`src/rtl/tgf_pkg.sv`:
```
// Package: shared widths and the code decode for the trigger glitch filter.
// Assumes a 4-bit code; each code maps to a divider exponent and a run length.
package tgf_pkg;

    localparam int CODE_W = 4;
    localparam int THR_W  = 4;
    localparam int LOG_W  = 3;

    typedef struct packed {
        logic [LOG_W-1:0] div_log2;  // 0 = every clock, else ref enables / 2**n
        logic [THR_W-1:0] thr;       // consecutive samples needed, 0 = bypass
    } tgf_cfg_t;

    // Map a filter code to its rate and run length.
    function automatic tgf_cfg_t tgf_decode(input logic [CODE_W-1:0] code);
        tgf_cfg_t c;
        unique case (code)
            4'd0:    c = '{div_log2: 3'd0, thr: 4'd0};
            4'd1:    c = '{div_log2: 3'd0, thr: 4'd2};
            4'd2:    c = '{div_log2: 3'd0, thr: 4'd4};
            4'd3:    c = '{div_log2: 3'd0, thr: 4'd8};
            4'd4:    c = '{div_log2: 3'd1, thr: 4'd6};
            4'd5:    c = '{div_log2: 3'd1, thr: 4'd8};
            4'd6:    c = '{div_log2: 3'd2, thr: 4'd6};
            4'd7:    c = '{div_log2: 3'd2, thr: 4'd8};
            4'd8:    c = '{div_log2: 3'd3, thr: 4'd6};
            4'd9:    c = '{div_log2: 3'd3, thr: 4'd8};
            4'd10:   c = '{div_log2: 3'd4, thr: 4'd5};
            4'd11:   c = '{div_log2: 3'd4, thr: 4'd6};
            4'd12:   c = '{div_log2: 3'd4, thr: 4'd8};
            4'd13:   c = '{div_log2: 3'd5, thr: 4'd5};
            4'd14:   c = '{div_log2: 3'd5, thr: 4'd6};
            default: c = '{div_log2: 3'd5, thr: 4'd8};
        endcase
        return c;
    endfunction

endpackage

```
`src/rtl/tgf_sync.sv`:
```
// Module: tgf_sync
// Brings an asynchronous level into the clock domain through a flop chain.
// Assumes STAGES >= 2; output resets to 0.
module tgf_sync #(
    parameter int STAGES = 2
) (
    input  logic clk,
    input  logic rst_n,
    input  logic d_async,
    output logic q_sync
);
    logic [STAGES-1:0] chain;

    // Shift the raw level through the synchronizer chain.
    always_ff @(posedge clk) begin
        if (!rst_n) chain <= '0;
        else        chain <= {chain[STAGES-2:0], d_async};
    end

    assign q_sync = chain[STAGES-1];
endmodule

```
`src/rtl/tgf_sample_tick.sv`:
```
// Module: tgf_sample_tick
// Free-running divider that makes the sampling strobe. With div_log2 = 0 it
// strobes every clock; otherwise once per 2**div_log2 reference enables.
// Assumes restart is high in the cycle the divider setting changes.
module tgf_sample_tick #(
    parameter int LOG_W = 3,
    parameter int DIV_W = 5
) (
    input  logic             clk,
    input  logic             rst_n,
    input  logic             ref_ce,
    input  logic             restart,
    input  logic [LOG_W-1:0] div_log2,
    output logic             tick
);
    logic [DIV_W-1:0] cnt;
    logic [DIV_W-1:0] lim;
    logic             full_rate;

    // Terminal count of the divider for the current setting.
    always_comb begin
        lim       = DIV_W'((32'd1 << div_log2) - 32'd1);
        full_rate = (div_log2 == '0);
    end

    // Strobe at the wrap of the divider, never in a restart cycle.
    always_comb begin
        if (restart)        tick = 1'b0;
        else if (full_rate) tick = 1'b1;
        else                tick = ref_ce && (cnt == lim);
    end

    // Count reference enables, wrapping at the terminal count.
    always_ff @(posedge clk) begin
        if (!rst_n || restart)           cnt <= '0;
        else if (ref_ce && !full_rate)   cnt <= (cnt == lim) ? '0 : cnt + 1'b1;
    end

    // the divider never leaves its range for the active setting.
    p_div_in_range_r5: assert property (@(posedge clk) disable iff (!rst_n)
        !restart |-> (cnt <= lim));
    // without a reference enable the divider does not move.
    p_div_holds_r5: assert property (@(posedge clk) disable iff (!rst_n)
        (!ref_ce && !restart) |=> $stable(cnt));
endmodule

```
`src/rtl/tgf_level_core.sv`:
```
// Module: tgf_level_core
// Run-length filter. On each strobe it compares the sample with the output
// level and with the previous sample, and it changes the output once a run
// reaches thr. Bypass copies the input straight through.
// Assumes thr >= 2 whenever bypass is low.
module tgf_level_core #(
    parameter int THR_W = 4
) (
    input  logic             clk,
    input  logic             rst_n,
    input  logic             bypass,
    input  logic             clear,
    input  logic             tick,
    input  logic             samp_in,
    input  logic [THR_W-1:0] thr,
    output logic             level,
    output logic             rise,
    output logic             fall
);
    logic [THR_W-1:0] run_cnt, run_nxt;
    logic             prev, prev_nxt;
    logic             lvl_nxt;
    logic [THR_W:0]   run_inc;

    // Next run count, previous sample and output level.
    always_comb begin
        run_nxt  = run_cnt;
        prev_nxt = prev;
        lvl_nxt  = level;
        run_inc  = {1'b0, run_cnt} + 1'b1;
        if (bypass) begin
            lvl_nxt  = samp_in;
            prev_nxt = samp_in;
            run_nxt  = '0;
        end else if (clear) begin
            run_nxt  = '0;
        end else if (tick) begin
            prev_nxt = samp_in;
            if (samp_in == level) begin
                run_nxt = '0;
            end else if (samp_in == prev) begin
                if (run_inc >= {1'b0, thr}) begin
                    lvl_nxt = samp_in;
                    run_nxt = '0;
                end else begin
                    run_nxt = run_inc[THR_W-1:0];
                end
            end else begin
                run_nxt = THR_W'(1);
            end
        end
    end

    // Register the state and the change strobes.
    always_ff @(posedge clk) begin
        if (!rst_n) begin
            run_cnt <= '0;
            prev    <= 1'b0;
            level   <= 1'b0;
            rise    <= 1'b0;
            fall    <= 1'b0;
        end else begin
            run_cnt <= run_nxt;
            prev    <= prev_nxt;
            level   <= lvl_nxt;
            rise    <= lvl_nxt & ~level;
            fall    <= ~lvl_nxt & level;
        end
    end

    // the run stays below the threshold while filtering.
    p_run_below_thr_r10: assert property (@(posedge clk) disable iff (!rst_n)
        (!bypass && !clear) |-> (run_cnt < thr));
    // the level only moves on a sampling strobe when filtering.
    p_hold_without_tick_r5: assert property (@(posedge clk) disable iff (!rst_n)
        (!tick && !bypass) |=> $stable(level));
endmodule

```
`src/rtl/trig_glitch_filter.sv`:
```
// Module: trig_glitch_filter (top)
// Synchronizes a trigger input, decodes the filter code, and ties the
// sample divider to the run-length core. A code change restarts the divider
// and clears the run. Assumes ref_ce is one clock wide.
module trig_glitch_filter #(
    parameter int SYNC_STAGES = 2,
    parameter int DIV_W       = 5
) (
    input  logic                      clk,
    input  logic                      rst_n,
    input  logic                      ref_ce,
    input  logic                      trig_raw,
    input  logic [tgf_pkg::CODE_W-1:0] filt_code,
    output logic                      trig_filt,
    output logic                      rise_pulse,
    output logic                      fall_pulse
);
    import tgf_pkg::*;

    logic [CODE_W-1:0] code_q;
    logic              code_chg;
    logic              sync_lvl;
    logic              tick;
    tgf_cfg_t          cfg;

    // Hold the last code so a change can be seen.
    always_ff @(posedge clk) begin
        if (!rst_n) code_q <= '0;
        else        code_q <= filt_code;
    end

    // Decode rate and run length, and flag a code change.
    always_comb begin
        cfg      = tgf_decode(filt_code);
        code_chg = (filt_code != code_q);
    end

    tgf_sync #(.STAGES(SYNC_STAGES)) i_sync (
        .clk     (clk),
        .rst_n   (rst_n),
        .d_async (trig_raw),
        .q_sync  (sync_lvl)
    );

    tgf_sample_tick #(.LOG_W(LOG_W), .DIV_W(DIV_W)) i_tick (
        .clk      (clk),
        .rst_n    (rst_n),
        .ref_ce   (ref_ce),
        .restart  (code_chg),
        .div_log2 (cfg.div_log2),
        .tick     (tick)
    );

    tgf_level_core #(.THR_W(THR_W)) i_core (
        .clk     (clk),
        .rst_n   (rst_n),
        .bypass  (cfg.thr == '0),
        .clear   (code_chg),
        .tick    (tick),
        .samp_in (sync_lvl),
        .thr     (cfg.thr),
        .level   (trig_filt),
        .rise    (rise_pulse),
        .fall    (fall_pulse)
    );

    // the two strobes are never high together.
    p_strobes_exclusive_r9: assert property (@(posedge clk) disable iff (!rst_n)
        !(rise_pulse && fall_pulse));
    // every rise of the output carries a rising strobe.
    p_rise_marked_r9: assert property (@(posedge clk) disable iff (!rst_n)
        $rose(trig_filt) |-> rise_pulse);
    // every fall of the output carries a falling strobe.
    p_fall_marked_r9: assert property (@(posedge clk) disable iff (!rst_n)
        $fell(trig_filt) |-> fall_pulse);
endmodule

```
`config.mk`:
```
export PLATFORM = sky130hd
export DESIGN_NAME = trig_glitch_filter
export DESIGN_NICKNAME = d
export VERILOG_FILES = /design/src/rtl/tgf_pkg.sv /design/src/rtl/tgf_sync.sv /design/src/rtl/tgf_sample_tick.sv /design/src/rtl/tgf_level_core.sv /design/src/rtl/trig_glitch_filter.sv
export SDC_FILE = /design/constraint.sdc
export NUM_CORES = 1
export LEC_CHECK = 0
export BUFFER_PORTS_ARGS = -buffer_cell sky130_fd_sc_hd__buf_2
export CELL_PAD_IN_SITES_DETAIL_PLACEMENT = 1
export CELL_PAD_IN_SITES_GLOBAL_PLACEMENT = 2
export CORE_ASPECT_RATIO = 1.2
export CORE_MARGIN = 2
export CORE_UTILIZATION = 41
export CTS_BUF_LIST = sky130_fd_sc_hd__clkbuf_4
export CTS_CLUSTER_DIAMETER = 50
export DETAILED_ROUTE_END_ITERATION = 7
export GPL_TIMING_DRIVEN = 0
export PLACE_DENSITY_LB_ADDON = 0.12
export SYNTH_ARGS = -nofsm -noshare
export SYNTH_HDL_FRONTEND = slang
export SYNTH_SLANG_ARGS = --single-unit
```
`constraint.sdc`:
```
create_clock -name clk -period 5.5 [get_ports clk]
set_clock_uncertainty 0.15 [all_clocks]
set_input_delay 0.275 -clock clk [delete_from_list [all_inputs] [get_ports clk]]
set_output_delay 0.275 -clock clk [all_outputs]
set_load 0.03 [all_outputs]
```
==> results of run 1 <==
[through the flow]
stage	setup WS (ps)	instance area [um^2]	power (mW)	hold slack (ps)
floorplan	2780	1340	0.185	247
global placement	2340	1430	0.197	265
detailed placement	2300	1430	0.200	279
CTS	2600	1460	0.275	10.3
global route	2380	1460	0.287	26.6
finish	2610	1460	0.272	13.2
[power by group through the flow]
stage	clock network [mW]	registers [mW]	logic, mW
6_report	0.0762	0.142	0.0541
5_1_grt	0.0828	0.142	0.0613
4_1_cts	0.0782	0.142	0.0552
3_5_place_dp	0	0.145	0.0548
3_3_place_gp	0	0.145	0.0519
2_1_floorplan	0	0.145	0.0399
[cells by family (layout without fill, tap and decap cells)]
family                   Yosys count  in the layout
XOR/XNOR                          18             18
AND/OR/NAND/NOR                   47             47
adder cells (fa/ha/maj)           12             12
AO/OA/AOI/OAI                     27             27
flip-flops                        19             19
multiplexers                       6              6
buffers and inverters             18             32
[flip-flops by register name, indices dropped and copies added, names as in the netlist]
| signal | flops |
|---|---|
| i_tick.cnt | 5 |
| code_q | 4 |
| i_core.run_cnt | 4 |
| i_sync.chain | 2 |
| i_core.fall | 1 |
| i_core.level | 1 |
| i_core.prev | 1 |
| i_core.rise | 1 |
[path summary, 6_finish.rpt]
| path | start | slack (ps) | endpoint | depth (start not counted) |
|---|---|---|---|---|
| min | trig_raw | 10 | i_sync.chain[0] | 2 |
| min reg2reg | i_sync.chain[0] | 300 | i_sync.chain[1] | 1 |
| max reg2reg | i_core.run_cnt[0] | 3020 | i_core.level | 7 |
| max | filt_code[2] | 2610 | i_core.level | 11 |
[layout by cell type (no fill, tap or decap), types with 2 or more instances in the layout]
master	count
dfxtp_1	19
xor2_1	13
inv_1	12
buf_2	12
ha_1	12
nand2_1	11
and2_1	8
nor2_1	6
xnor2_1	5
o21ai_0	5
a21oi_1	4
mux4_2	3
mux2i_1	3
nand3b_1	3
clkbuf_1	3
o31ai_1	3
nand4_1	3
o2111ai_1	3
clkbuf_4	3
nor2b_1	2
a211oi_1	2
nand2b_1	2
and3_1	2
nor4bb_1	2
o21a_1	2
nor3_1	2
[worst register-to-register path, cell delays in order (launching register included)]
cell and delay (ps):
dfxtp_1 450, ha_1 300, ha_1 300, a211oi_1 270
o21ai_0 200, a31o_2 260, a21oi_1 290, mux2i_1 210
[metal layers]
metal / vias up / GRT usage (%)
met5: - / 0
met1: 541 / 20.9
met4: 0 / 5.95
li1: 544 / -
met2: 10 / 34.9
met3: 4 / 1.75
[layout make-up]
type	count	area [um^2]
fill	383	1620
inverter	12	45.0
tap	36	45.0
buffer	6	26.3
clock buffer	3	22.5
clock inverter	1	5.00
timing repair buffer	10	50.0
multi-input combinational	110	886
sequential	19	380
==> key figures, run 1 <==
Clock tree
  – Clock sinks: 19
  – Clock transition at path regs: 120 ps
  – TritonCTS Buffers: 3
  – Postcts setup bufs: 0
  – Deepest clock path buffer count: 2
  – Post-CTS Resized: 0
  – Hold_buf cts: 0
  – Worst-skew pair later-pin latency: 310 ps
  – CTS Root Cell: clkbuf_4
  – Htree depth: 1
  – TritonCTS clock tree: done

STA
  – Slew @ Worst Pin: 684 ps
  – # setup viols final: 0
  – Endpoints failing hold: 0
  – Achievable Freq: 347 MHz
  – Setup tns final: 0 ps
  – Worst rel slew slack: 54.0%
  – Period minus WS final: 2890 ps
  – Post-route clock period utilization: 52.5%
  – Final slew viol count: 0
  – RSZ-0062 raised after global routing: false

Worst setup path
  – Required time worst endpoint: 5600 ps
  – Worst path top cell family by delay: compound AO/OA/AOI/OAI gates
  – Worst-path cell chain: buf_2, buf_2, nor2_1, inv_1, ha_1, xor2_1, and3_4, o31ai_1, a21oi_2, a21oi_1, mux2i_1
  – Buf+Inv Stages, Crit Path: 3
  – WP data arrival: 2990 ps
  – Slowest stage delay, CP: 570 ps
  – Crit path max fanout: 10
  – Critical Path Source Type: primary input
  – Worst path slowest cell: o31ai_1
  – Setup crit end kind: register
  – Worst Path Class, Setup: in2reg
  – Cell mode on critical path: buf_2

Power and ir drop
  – Combinational share of power: 19.9%
  – Pleak: 0.633 nW
  – P_int: 192 uW
  – Clock share of power: 28.0%
  – Pwr Density: 186 nW/um^2
  – Net switching power: 80.7 uW
  – Max VDD drop: 0.112 mV
  – Sw Share: 29.7%
  – Sequential power share: 52.1%

Placement
  – Dpl cells: 193
  – GPL Wtd Cong: 0.791
  – IO buf count: 10
  – Detailed placer's ending HPWL: 2.42 mm

Finish
  – Finished Layout Cells: 197
  – Share of cells above drive strength 1: 16.1%
  – Util after Layout: 47.4%
  – ANT cells: 0
  – Layout Nets: 182
  – Syn-to-layout area delta: 9.17%

Route
  – Vias per cell: 5.58
  – WL met2: 1.56 mm
  – DRC viols: 0
  – Met3 wire length: 56 um
  – Total Wirelength: 2.97 mm
  – Pre-antenna DRT Iters: 4
  – Post-Route M1 WL: 1.32 mm
  – Max Used Layer: met4
  – Routed wire per std cell: 15.1 um
  – DR vias: 1,099
  – First DRT Iteration DRCs: 18
  – Post-route antenna net violation count: 0

Floorplan
  – Core ar.: 3080 um^2
  – Die Wd: 56.1 um
  – Cell Rows: 22
  – Starting Density: 43.4%
  – Die Height: 66.6 um
  – I/O pins: 11
  – Die area: 3740 um^2

Synthesis
  – Syn Area/Cell: 9.10 um^2
  – Seq cells post-synth: 19
  – Yosys warns: 0
  – Mapped Nets: 167
  – Post-synth top flop: dfxtp_1
  – Synthesized instance count: 147
  – Fraction of synthesized area in multiplexers: 7.30%
  – Synth Area in Simple Gates: 20.8%
  – Commonest cells post-synth: 19 x dfxtp_1, 13 x xor2_1, 12 x ha_1, 12 x inv_1, 11 x nand2_1
  – Post-synth ARST share: 0%
  – Sequential element share of the synthesized area: 28.4%
  – Count leader, synth: dfxtp_1
  – Top cell type's share of synthesized area: 28.4%
  – Largest family of logic cells by synthesized area: simple AND/OR/NAND/NOR gates
  – XOR/XNOR Fraction of Synth Area: 11.8%
  – Post-synth EDFFs: 0
  – Synth Cell Area: 1340 um^2
  – Area leader, netlist: dfxtp_1
  – Post-Synth Adder-Cell Area: 11.2%
  – Top post-synthesis cells by area: dfxtp_1 28%, ha_1 11%, xor2_1 8.5%, mux4_2 5.1%, and2_1 3.7%
  – Compound-gate portion of the synthesized area: 15.2%
  – Count of cell types in the netlist: 40

Run status
  – Status: finished clean

Global route
  – Congestion Overflow GR: 0
  – Initial antenna violation count: 0
  – Number of global-route vias before repair: 1,178
  – Largest net degree at the start of global routing: 12
  – First-pass GRT wire length: 5.34 mm
  – Total track usage: 18.1%

Run
  – Max cap viols: 0

Min path
  – Hold WC Path Type: in2reg
Power figures use the tool's default switching activity.
==> inputs of run 2 (changes only) <==
Settings changed: CORE_UTILIZATION 41 to 35.
Clock period 5.5 ns to 2.6 ns, I/O delays scaled along.
==> run 2 against run 1 <==
  * Sequential power rose by 110%
  * Total power rose by 110%
  * Worst hold slack better by 4.5 ps
  * Wire length rose by 3.7%
  * Combinational power up 140%
  * Critical path type unchanged
==> key figures, run 2 (synthesis results as in run 1) <==
Worst setup path
  – Worst path top cell family by delay: simple AND/OR/NAND/NOR gates
  – Required time worst endpoint: 2690 ps (-2910 ps)
  – Slowest stage delay, CP: 560 ps (about the same)
  – WP depth: 12 (+1)
  – Flop-to-flop setup slack: 260 ps (-2760 ps)
  – Critical Path Source Type: primary input
  – Crit path max fanout: 10 (unchanged)
  – R2R cell count: 8 (+1)
  – Setup crit end: i_core.run_cnt[2]
  – Worst path slowest cell: or4_4
  – Cell mode on critical path: buf_2
  – RR Startpoint: i_core.run_cnt[0]
  – Critical Path Start: filt_code[2]
  – WP data arrival: 2550 ps (-440 ps)
  – Worst-path cell chain: buf_2, buf_2, nor2_4, inv_1, ha_1, xor2_1, and3_4, or4_4, a211oi_4, buf_4, o2111ai_1, a21boi_1
  – Setup crit end kind: register
  – R2r endpoint: i_core.level
  – Worst Path Class, Setup: in2reg
  – Buf+Inv Stages, Crit Path: 4 (+1)

STA
  – Endpoints failing hold: 0 (unchanged)
  – Hold_ws: 17.7 ps (+4.53 ps)
  – Slew @ Worst Pin: 529 ps (-155 ps)
  – Post-route clock period utilization: 94.9%
  – Worst rel slew slack: 64.5% (+11 points)
  – # setup viols final: 0 (unchanged)
  – RSZ-0062 raised after global routing: true
  – Final slew viol count: 0 (unchanged)
  – Setup tns final: 0 ps (unchanged)
  – Achievable Freq: 405 MHz
  – Period minus WS final: 2470 ps

Power and ir drop
  – Pleak: 0.653 nW (+3.2%)
  – Max VDD drop: 0.149 mV (+33%)
  – Final Power: 582 uW (+110%)
  – Pwr Density: 371 nW/um^2 (+99%)

Route
  – Met3 wire length: 48 um (-14%)
  – DR vias: 1,085 (-1.3%)
  – Post-Route M1 WL: 1.43 mm (+8.3%)
  – WL met2: 1.54 mm (-1.3%)
  – First DRT Iteration DRCs: 33 (+15)
  – Routed wire per std cell: 14.2 um (-5.9%)
  – DRC viols: 0 (unchanged)
  – Max Used Layer: met4
  – Total Wirelength: 3.08 mm (+3.7%)
  – Post-route antenna net violation count: 0 (unchanged)
  – Pre-antenna DRT Iters: 4 (unchanged)
  – Vias per cell: 5.00 (-10%)

Global route
  – Congestion Overflow GR: 0 (unchanged)
  – Largest net degree at the start of global routing: 12 (unchanged)
  – Total track usage: 15.8% (-2.3 points)
  – First-pass GRT wire length: 5.27 mm (-1.3%)
  – Number of global-route vias before repair: 1,132 (-3.9%)
  – Initial antenna violation count: 0 (unchanged)

Floorplan
  – Cell Rows: 24 (+9.1%)
  – Die area: 4330 um^2 (+16%)
  – Die Wd: 60.4 um (+7.6%)
  – Core ar.: 3660 um^2 (+19%)
  – Die Height: 71.7 um (+7.7%)
  – Starting Density: 36.5% (-6.9 points)
  – I/O pins: 11 (unchanged)

Finish
  – Max FFs per register: 5 (unchanged)
  – Syn-to-layout area delta: 17.2%
  – Most common cell after layout, fill and taps aside: dfxtp_1
  – Total area of sequential cells: 380 um^2 (unchanged)
  – Biggest regs: i_tick.cnt: 5 flops, code_q: 4 flops, i_core.run_cnt: 4 flops
  – Fill count: 452 (+18%)
  – Multi-input combinational cell area: 936 um^2 (+5.6%)
  – Commonest non-fill, non-tap cells in the layout: 19 x dfxtp_1, 13 x xor2_1, 12 x buf_2, 12 x ha_1
  – Share of cells above drive strength 1: 21.2% (+5.1 points)
  – Most flop-heavy register: i_tick.cnt
  – ANT cells: 0 (unchanged)
  – Util after Layout: 42.8% (-4.6 points)
  – Layout Nets: 186 (+2.2%)

Clock tree
  – Htree depth: 1 (unchanged)
  – TritonCTS clock tree: done
  – Clock sinks: 19 (unchanged)
  – TritonCTS Buffers: 3 (unchanged)
  – Clock transition at path regs: 120 ps (about the same)
  – CTS Root Cell: clkbuf_4
  – Deepest clock path buffer count: 2 (unchanged)
  – Worst-skew pair later-pin latency: 300 ps (about the same)

Run status
  – Status: finished clean

Run
  – Max cap viols: 0 (unchanged)

Placement
  – Detailed placer's ending HPWL: 2.33 mm (-3.7%)
  – GPL Wtd Cong: 0.710 (-10%)
  – IO buf count: 10 (unchanged)

Min path
  – Hold WC Path Type: in2reg
run 2: cell types whose count changed in the layout (fill, tap and decap cells not counted), sizes merged:
cell / previous run / this run
dlygate4sd3: 0 / 3
buf: 12 / 13
run 2: timing repair:
action                                  in CTS  in global routing
endpoints found under the hold margin        3                  0
pin swaps                                    1                  2
setup buffers                                1                  0
hold buffers                                 3                  0
resized for setup                            4                  8
endpoints found under the setup margin       8                  7
cloned                                       0                  0
run 2: layer usage:
layer,track usage (%),up-vias
met5,0,-
met2,26.1,10
met4,6.28,0
met1,20.6,516
met3,2.17,6
li1,-,553
run 2: area by class of cell:
type	count	share of cell area (%)
Buffer	6	1.68
Multi-Input combinational cell	110	59.7
Timing Repair Buffer	14	5.59
Clock inverter	1	0.319
Clock buffer	3	1.44
Tap cell	52	4.15
Sequential cell	19	24.3
Inverter	12	2.87
run 2: through the flow:
step           area [um^2]  worst slack (ps)  cells
6_report              1570               133    217
5_1_grt               1570              1.17    217
4_1_cts               1530              19.9    217
3_5_place_dp          1450              -533    209
3_3_place_gp          1450              -436    209
2_1_floorplan         1340              26.5    147
run 2: worst min path at each step:
stage / start / endpoint / slack (ps) / cells past startpoint
finish: filt_code[1] / code_q[1] / 20 / 2
floorplan: filt_code[0] / code_q[0] / 100 / 1
detailed placement: trig_raw / i_sync.chain[0] / 190 / 2
global placement: trig_raw / i_sync.chain[0] / 190 / 2
CTS: filt_code[1] / code_q[1] / 4 / 2
global route: filt_code[1] / code_q[1] / 10 / 2
run 2: power breakdown:
part	switching (mW)	total, mW	internal (mW)
clock network	0.0967	0.154	0.0574
registers	0.00321	0.300	0.297
logic	0.0698	0.128	0.0579
total	0.170	0.582	0.412
==> inputs of run 3 (changes only) <==
Settings changed: PLACE_DENSITY_LB_ADDON 0.12 to 0.1.
==> run 3 against run 2 <==
  * Maximum frequency shrank 0.66%
  * Cell area grew 0.96%
  * Non-clock buffer count grew 3
  * Wire length grew 0.72%
  * Via count grew 1.1%
  * Flip-flop and latch count is the same
  * Utilization grew 0.41 points
  * Die area is the same
  * Critical path type unchanged
==> key figures, run 3 (synthesis results as in run 1) <==
Route
  – Routed wire per std cell: 14.1 um (-0.66%)
  – Total Wirelength: 3.10 mm (+0.72%)
  – Vias per cell: 4.99 (-0.27%)
  – Post-route antenna net violation count: 0 (unchanged)
  – DR vias: 1,097 (+1.1%)
  – DRC viols: 0 (unchanged)
  – First DRT Iteration DRCs: 49 (+48%)
  – Pre-antenna DRT Iters: 4 (unchanged)

Floorplan
  – I/O pins: 11 (unchanged)
  – Die Wd: 60.4 um (unchanged)
  – Cell Rows: 24 (unchanged)
  – Die Height: 71.7 um (unchanged)
  – Core ar.: 3660 um^2 (unchanged)
  – Starting Density: 36.5% (unchanged)
  – Die area: 4330 um^2 (unchanged)

Clock tree
  – Clock transition at path regs: 110 ps (about the same)
  – Htree depth: 1 (unchanged)
  – TritonCTS clock tree: done
  – CTS Root Cell: clkbuf_4
  – Clock sinks: 19 (unchanged)
  – Worst-skew pair later-pin latency: 310 ps (about the same)
  – TritonCTS Buffers: 3 (unchanged)
  – Deepest clock path buffer count: 2 (unchanged)

Finish
  – ANT cells: 0 (unchanged)
  – Fill count: 446 (-1.3%)
  – Max FFs per register: 5 (unchanged)
  – Layout Nets: 189 (+1.6%)
  – Commonest non-fill, non-tap cells in the layout: 19 x dfxtp_1, 13 x xor2_1, 12 x buf_2, 12 x ha_1
  – Finished Layout Cells: 220 (+1.4%)
  – Syn-to-layout area delta: 18.3%
  – Most flop-heavy register: i_tick.cnt
  – Biggest regs: i_tick.cnt: 5 flops, code_q: 4 flops, i_core.run_cnt: 4 flops
  – Share of cells above drive strength 1: 21.4% (+0.22 points)
  – Util after Layout: 43.2% (+0.41 points)
  – Most common cell after layout, fill and taps aside: dfxtp_1

STA
  – Hold_ws: 167 ps (+149 ps)
  – Slew @ Worst Pin: 487 ps (-42.1 ps)
  – Period minus WS final: 2480 ps (+16.4 ps)
  – Setup tns final: 0 ps (unchanged)
  – Post-route clock period utilization: 95.5% (+0.63 points)
  – # setup viols final: 0 (unchanged)
  – Endpoints failing hold: 0 (unchanged)
  – Worst rel slew slack: 67.1% (+2.6 points)
  – Final setup margin: 117 ps (-16.4 ps)
  – RSZ-0062 raised after global routing: true
  – Final slew viol count: 0 (unchanged)
  – Achievable Freq: 403 MHz (-0.66%)

Power and ir drop
  – Combinational share of power: 22.2% (+0.3 points)
  – Sequential power share: 51.0% (-0.6 points)
  – Pleak: 0.667 nW (+2.1%)
  – Sw Share: 29.5% (+0.35 points)
  – Clock share of power: 26.7% (+0.2 points)
  – Net switching power: 174 uW (+2.3%)
  – Pwr Density: 372 nW/um^2 (about the same)
  – Max VDD drop: 0.172 mV (+16%)
  – P_int: 414 uW (+0.56%)

Worst setup path
  – Slowest stage delay, CP: 550 ps (about the same)
  – Cell mode on critical path: buf_2
  – Worst path slowest cell: or4_4
  – WP data arrival: 2580 ps (+30 ps)
  – Worst path top cell family by delay: simple AND/OR/NAND/NOR gates
  – Worst-path cell chain: buf_2, buf_2, nor2_4, inv_1, ha_1, xor2_1, and3_4, or4_4, a211oi_4, buf_6, o2111ai_1, a21boi_1
  – Setup crit end kind: register
  – Worst Path Class, Setup: in2reg
  – Crit path max fanout: 10 (unchanged)
  – Required time worst endpoint: 2690 ps (about the same)
  – Buf+Inv Stages, Crit Path: 4 (unchanged)
  – Critical Path Source Type: primary input

Min path
  – Hold WC Path Type: in2reg

Placement
  – Detailed placer's ending HPWL: 2.35 mm (+0.83%)
  – Post-place setup slack: -485 ps (+47.5 ps)
  – IO buf count: 10 (unchanged)
  – Dpl cells: 209 (unchanged)
  – GPL Wtd Cong: 0.717 (+0.87%)

Run status
  – Status: finished clean

Global route
  – Initial antenna violation count: 0 (unchanged)
  – Number of global-route vias before repair: 1,167 (+3.1%)
  – Congestion Overflow GR: 0 (unchanged)
  – First-pass GRT wire length: 5.26 mm (-0.27%)
  – Total track usage: 15.8% (-0.068 points)
  – Largest net degree at the start of global routing: 12 (unchanged)

Run
  – Max cap viols: 0 (unchanged)
## run 3: cell count changes in the layout (fill, tap and decap cells not counted), sizes merged
| cell | change |
|---|---|
| dlygate4sd3 | +1 |
| buf | +2 |
## run 3: worst reg2reg max path: cells and delay by family (launching register included)
| family | cells | cell delay [ps] |
|---|---|---|
| compound gates | 4 | 970 |
| fa+ha+maj | 2 | 540 |
| flops | 1 | 460 |
| xor+xnor | 1 | 200 |
| simple gates | 1 | 70 |
## run 3: final timing paths
| kind | from | end | slack, ps | cells after the start |
|---|---|---|---|---|
| min | ref_ce | i_core.level | 170 | 4 |
| min reg2reg | i_sync.chain[0] | i_sync.chain[1] | 300 | 1 |
| max | filt_code[2] | i_core.run_cnt[2] | 120 | 12 |
| max reg2reg | i_core.run_cnt[0] | i_core.run_cnt[2] | 150 | 8 |
## run 3: layout make-up
class                   instances  area [um^2]  share of cell area, %
clock inverters                 1         5.00                  0.316
plain buffers                   6         26.3                   1.66
inverters                      12         45.0                   2.85
repair buffers                 17          116                   7.35
flip-flops and latches         19          380                   24.0
clock buffers                   3         22.5                   1.42
well taps                      52         65.1                   4.11
multi-input cells             110          922                   58.3
## run 3: metal layers
| layer | track usage [%] | wire length (um) |
|---|---|---|
| met1 | 20.4 | 1460 |
| met2 | 26.7 | 1530 |
| met3 | 1.62 | 56 |
| met4 | 5.80 | 53 |
| met5 | 0 | 0 |
## run 3: timing repair
item / CTS / global route
hold buffers: 4 / 0
buffers inserted: 1 / 2
gates resized for setup: 4 / 7
pin swaps: 1 / 1
hold endpoints to repair: 4 / 0
setup endpoints to repair: 8 / 8
## run 3: power by group through the flow
stage / sequential, mW / combinational (mW) / clock [mW]
floorplan: 0.307 / 0.0844 / 0
global placement: 0.307 / 0.111 / 0
detailed placement: 0.307 / 0.117 / 0
CTS: 0.300 / 0.124 / 0.166
global route: 0.301 / 0.145 / 0.180
finish: 0.300 / 0.131 / 0.157
## run 3: metrics by stage
stage / instance area [um^2] / total power, mW
after detailed placement: 1450 / 0.423
after floorplan: 1340 / 0.392
after global placement: 1450 / 0.417
final: 1580 / 0.588
after CTS: 1540 / 0.590
after global routing: 1580 / 0.627
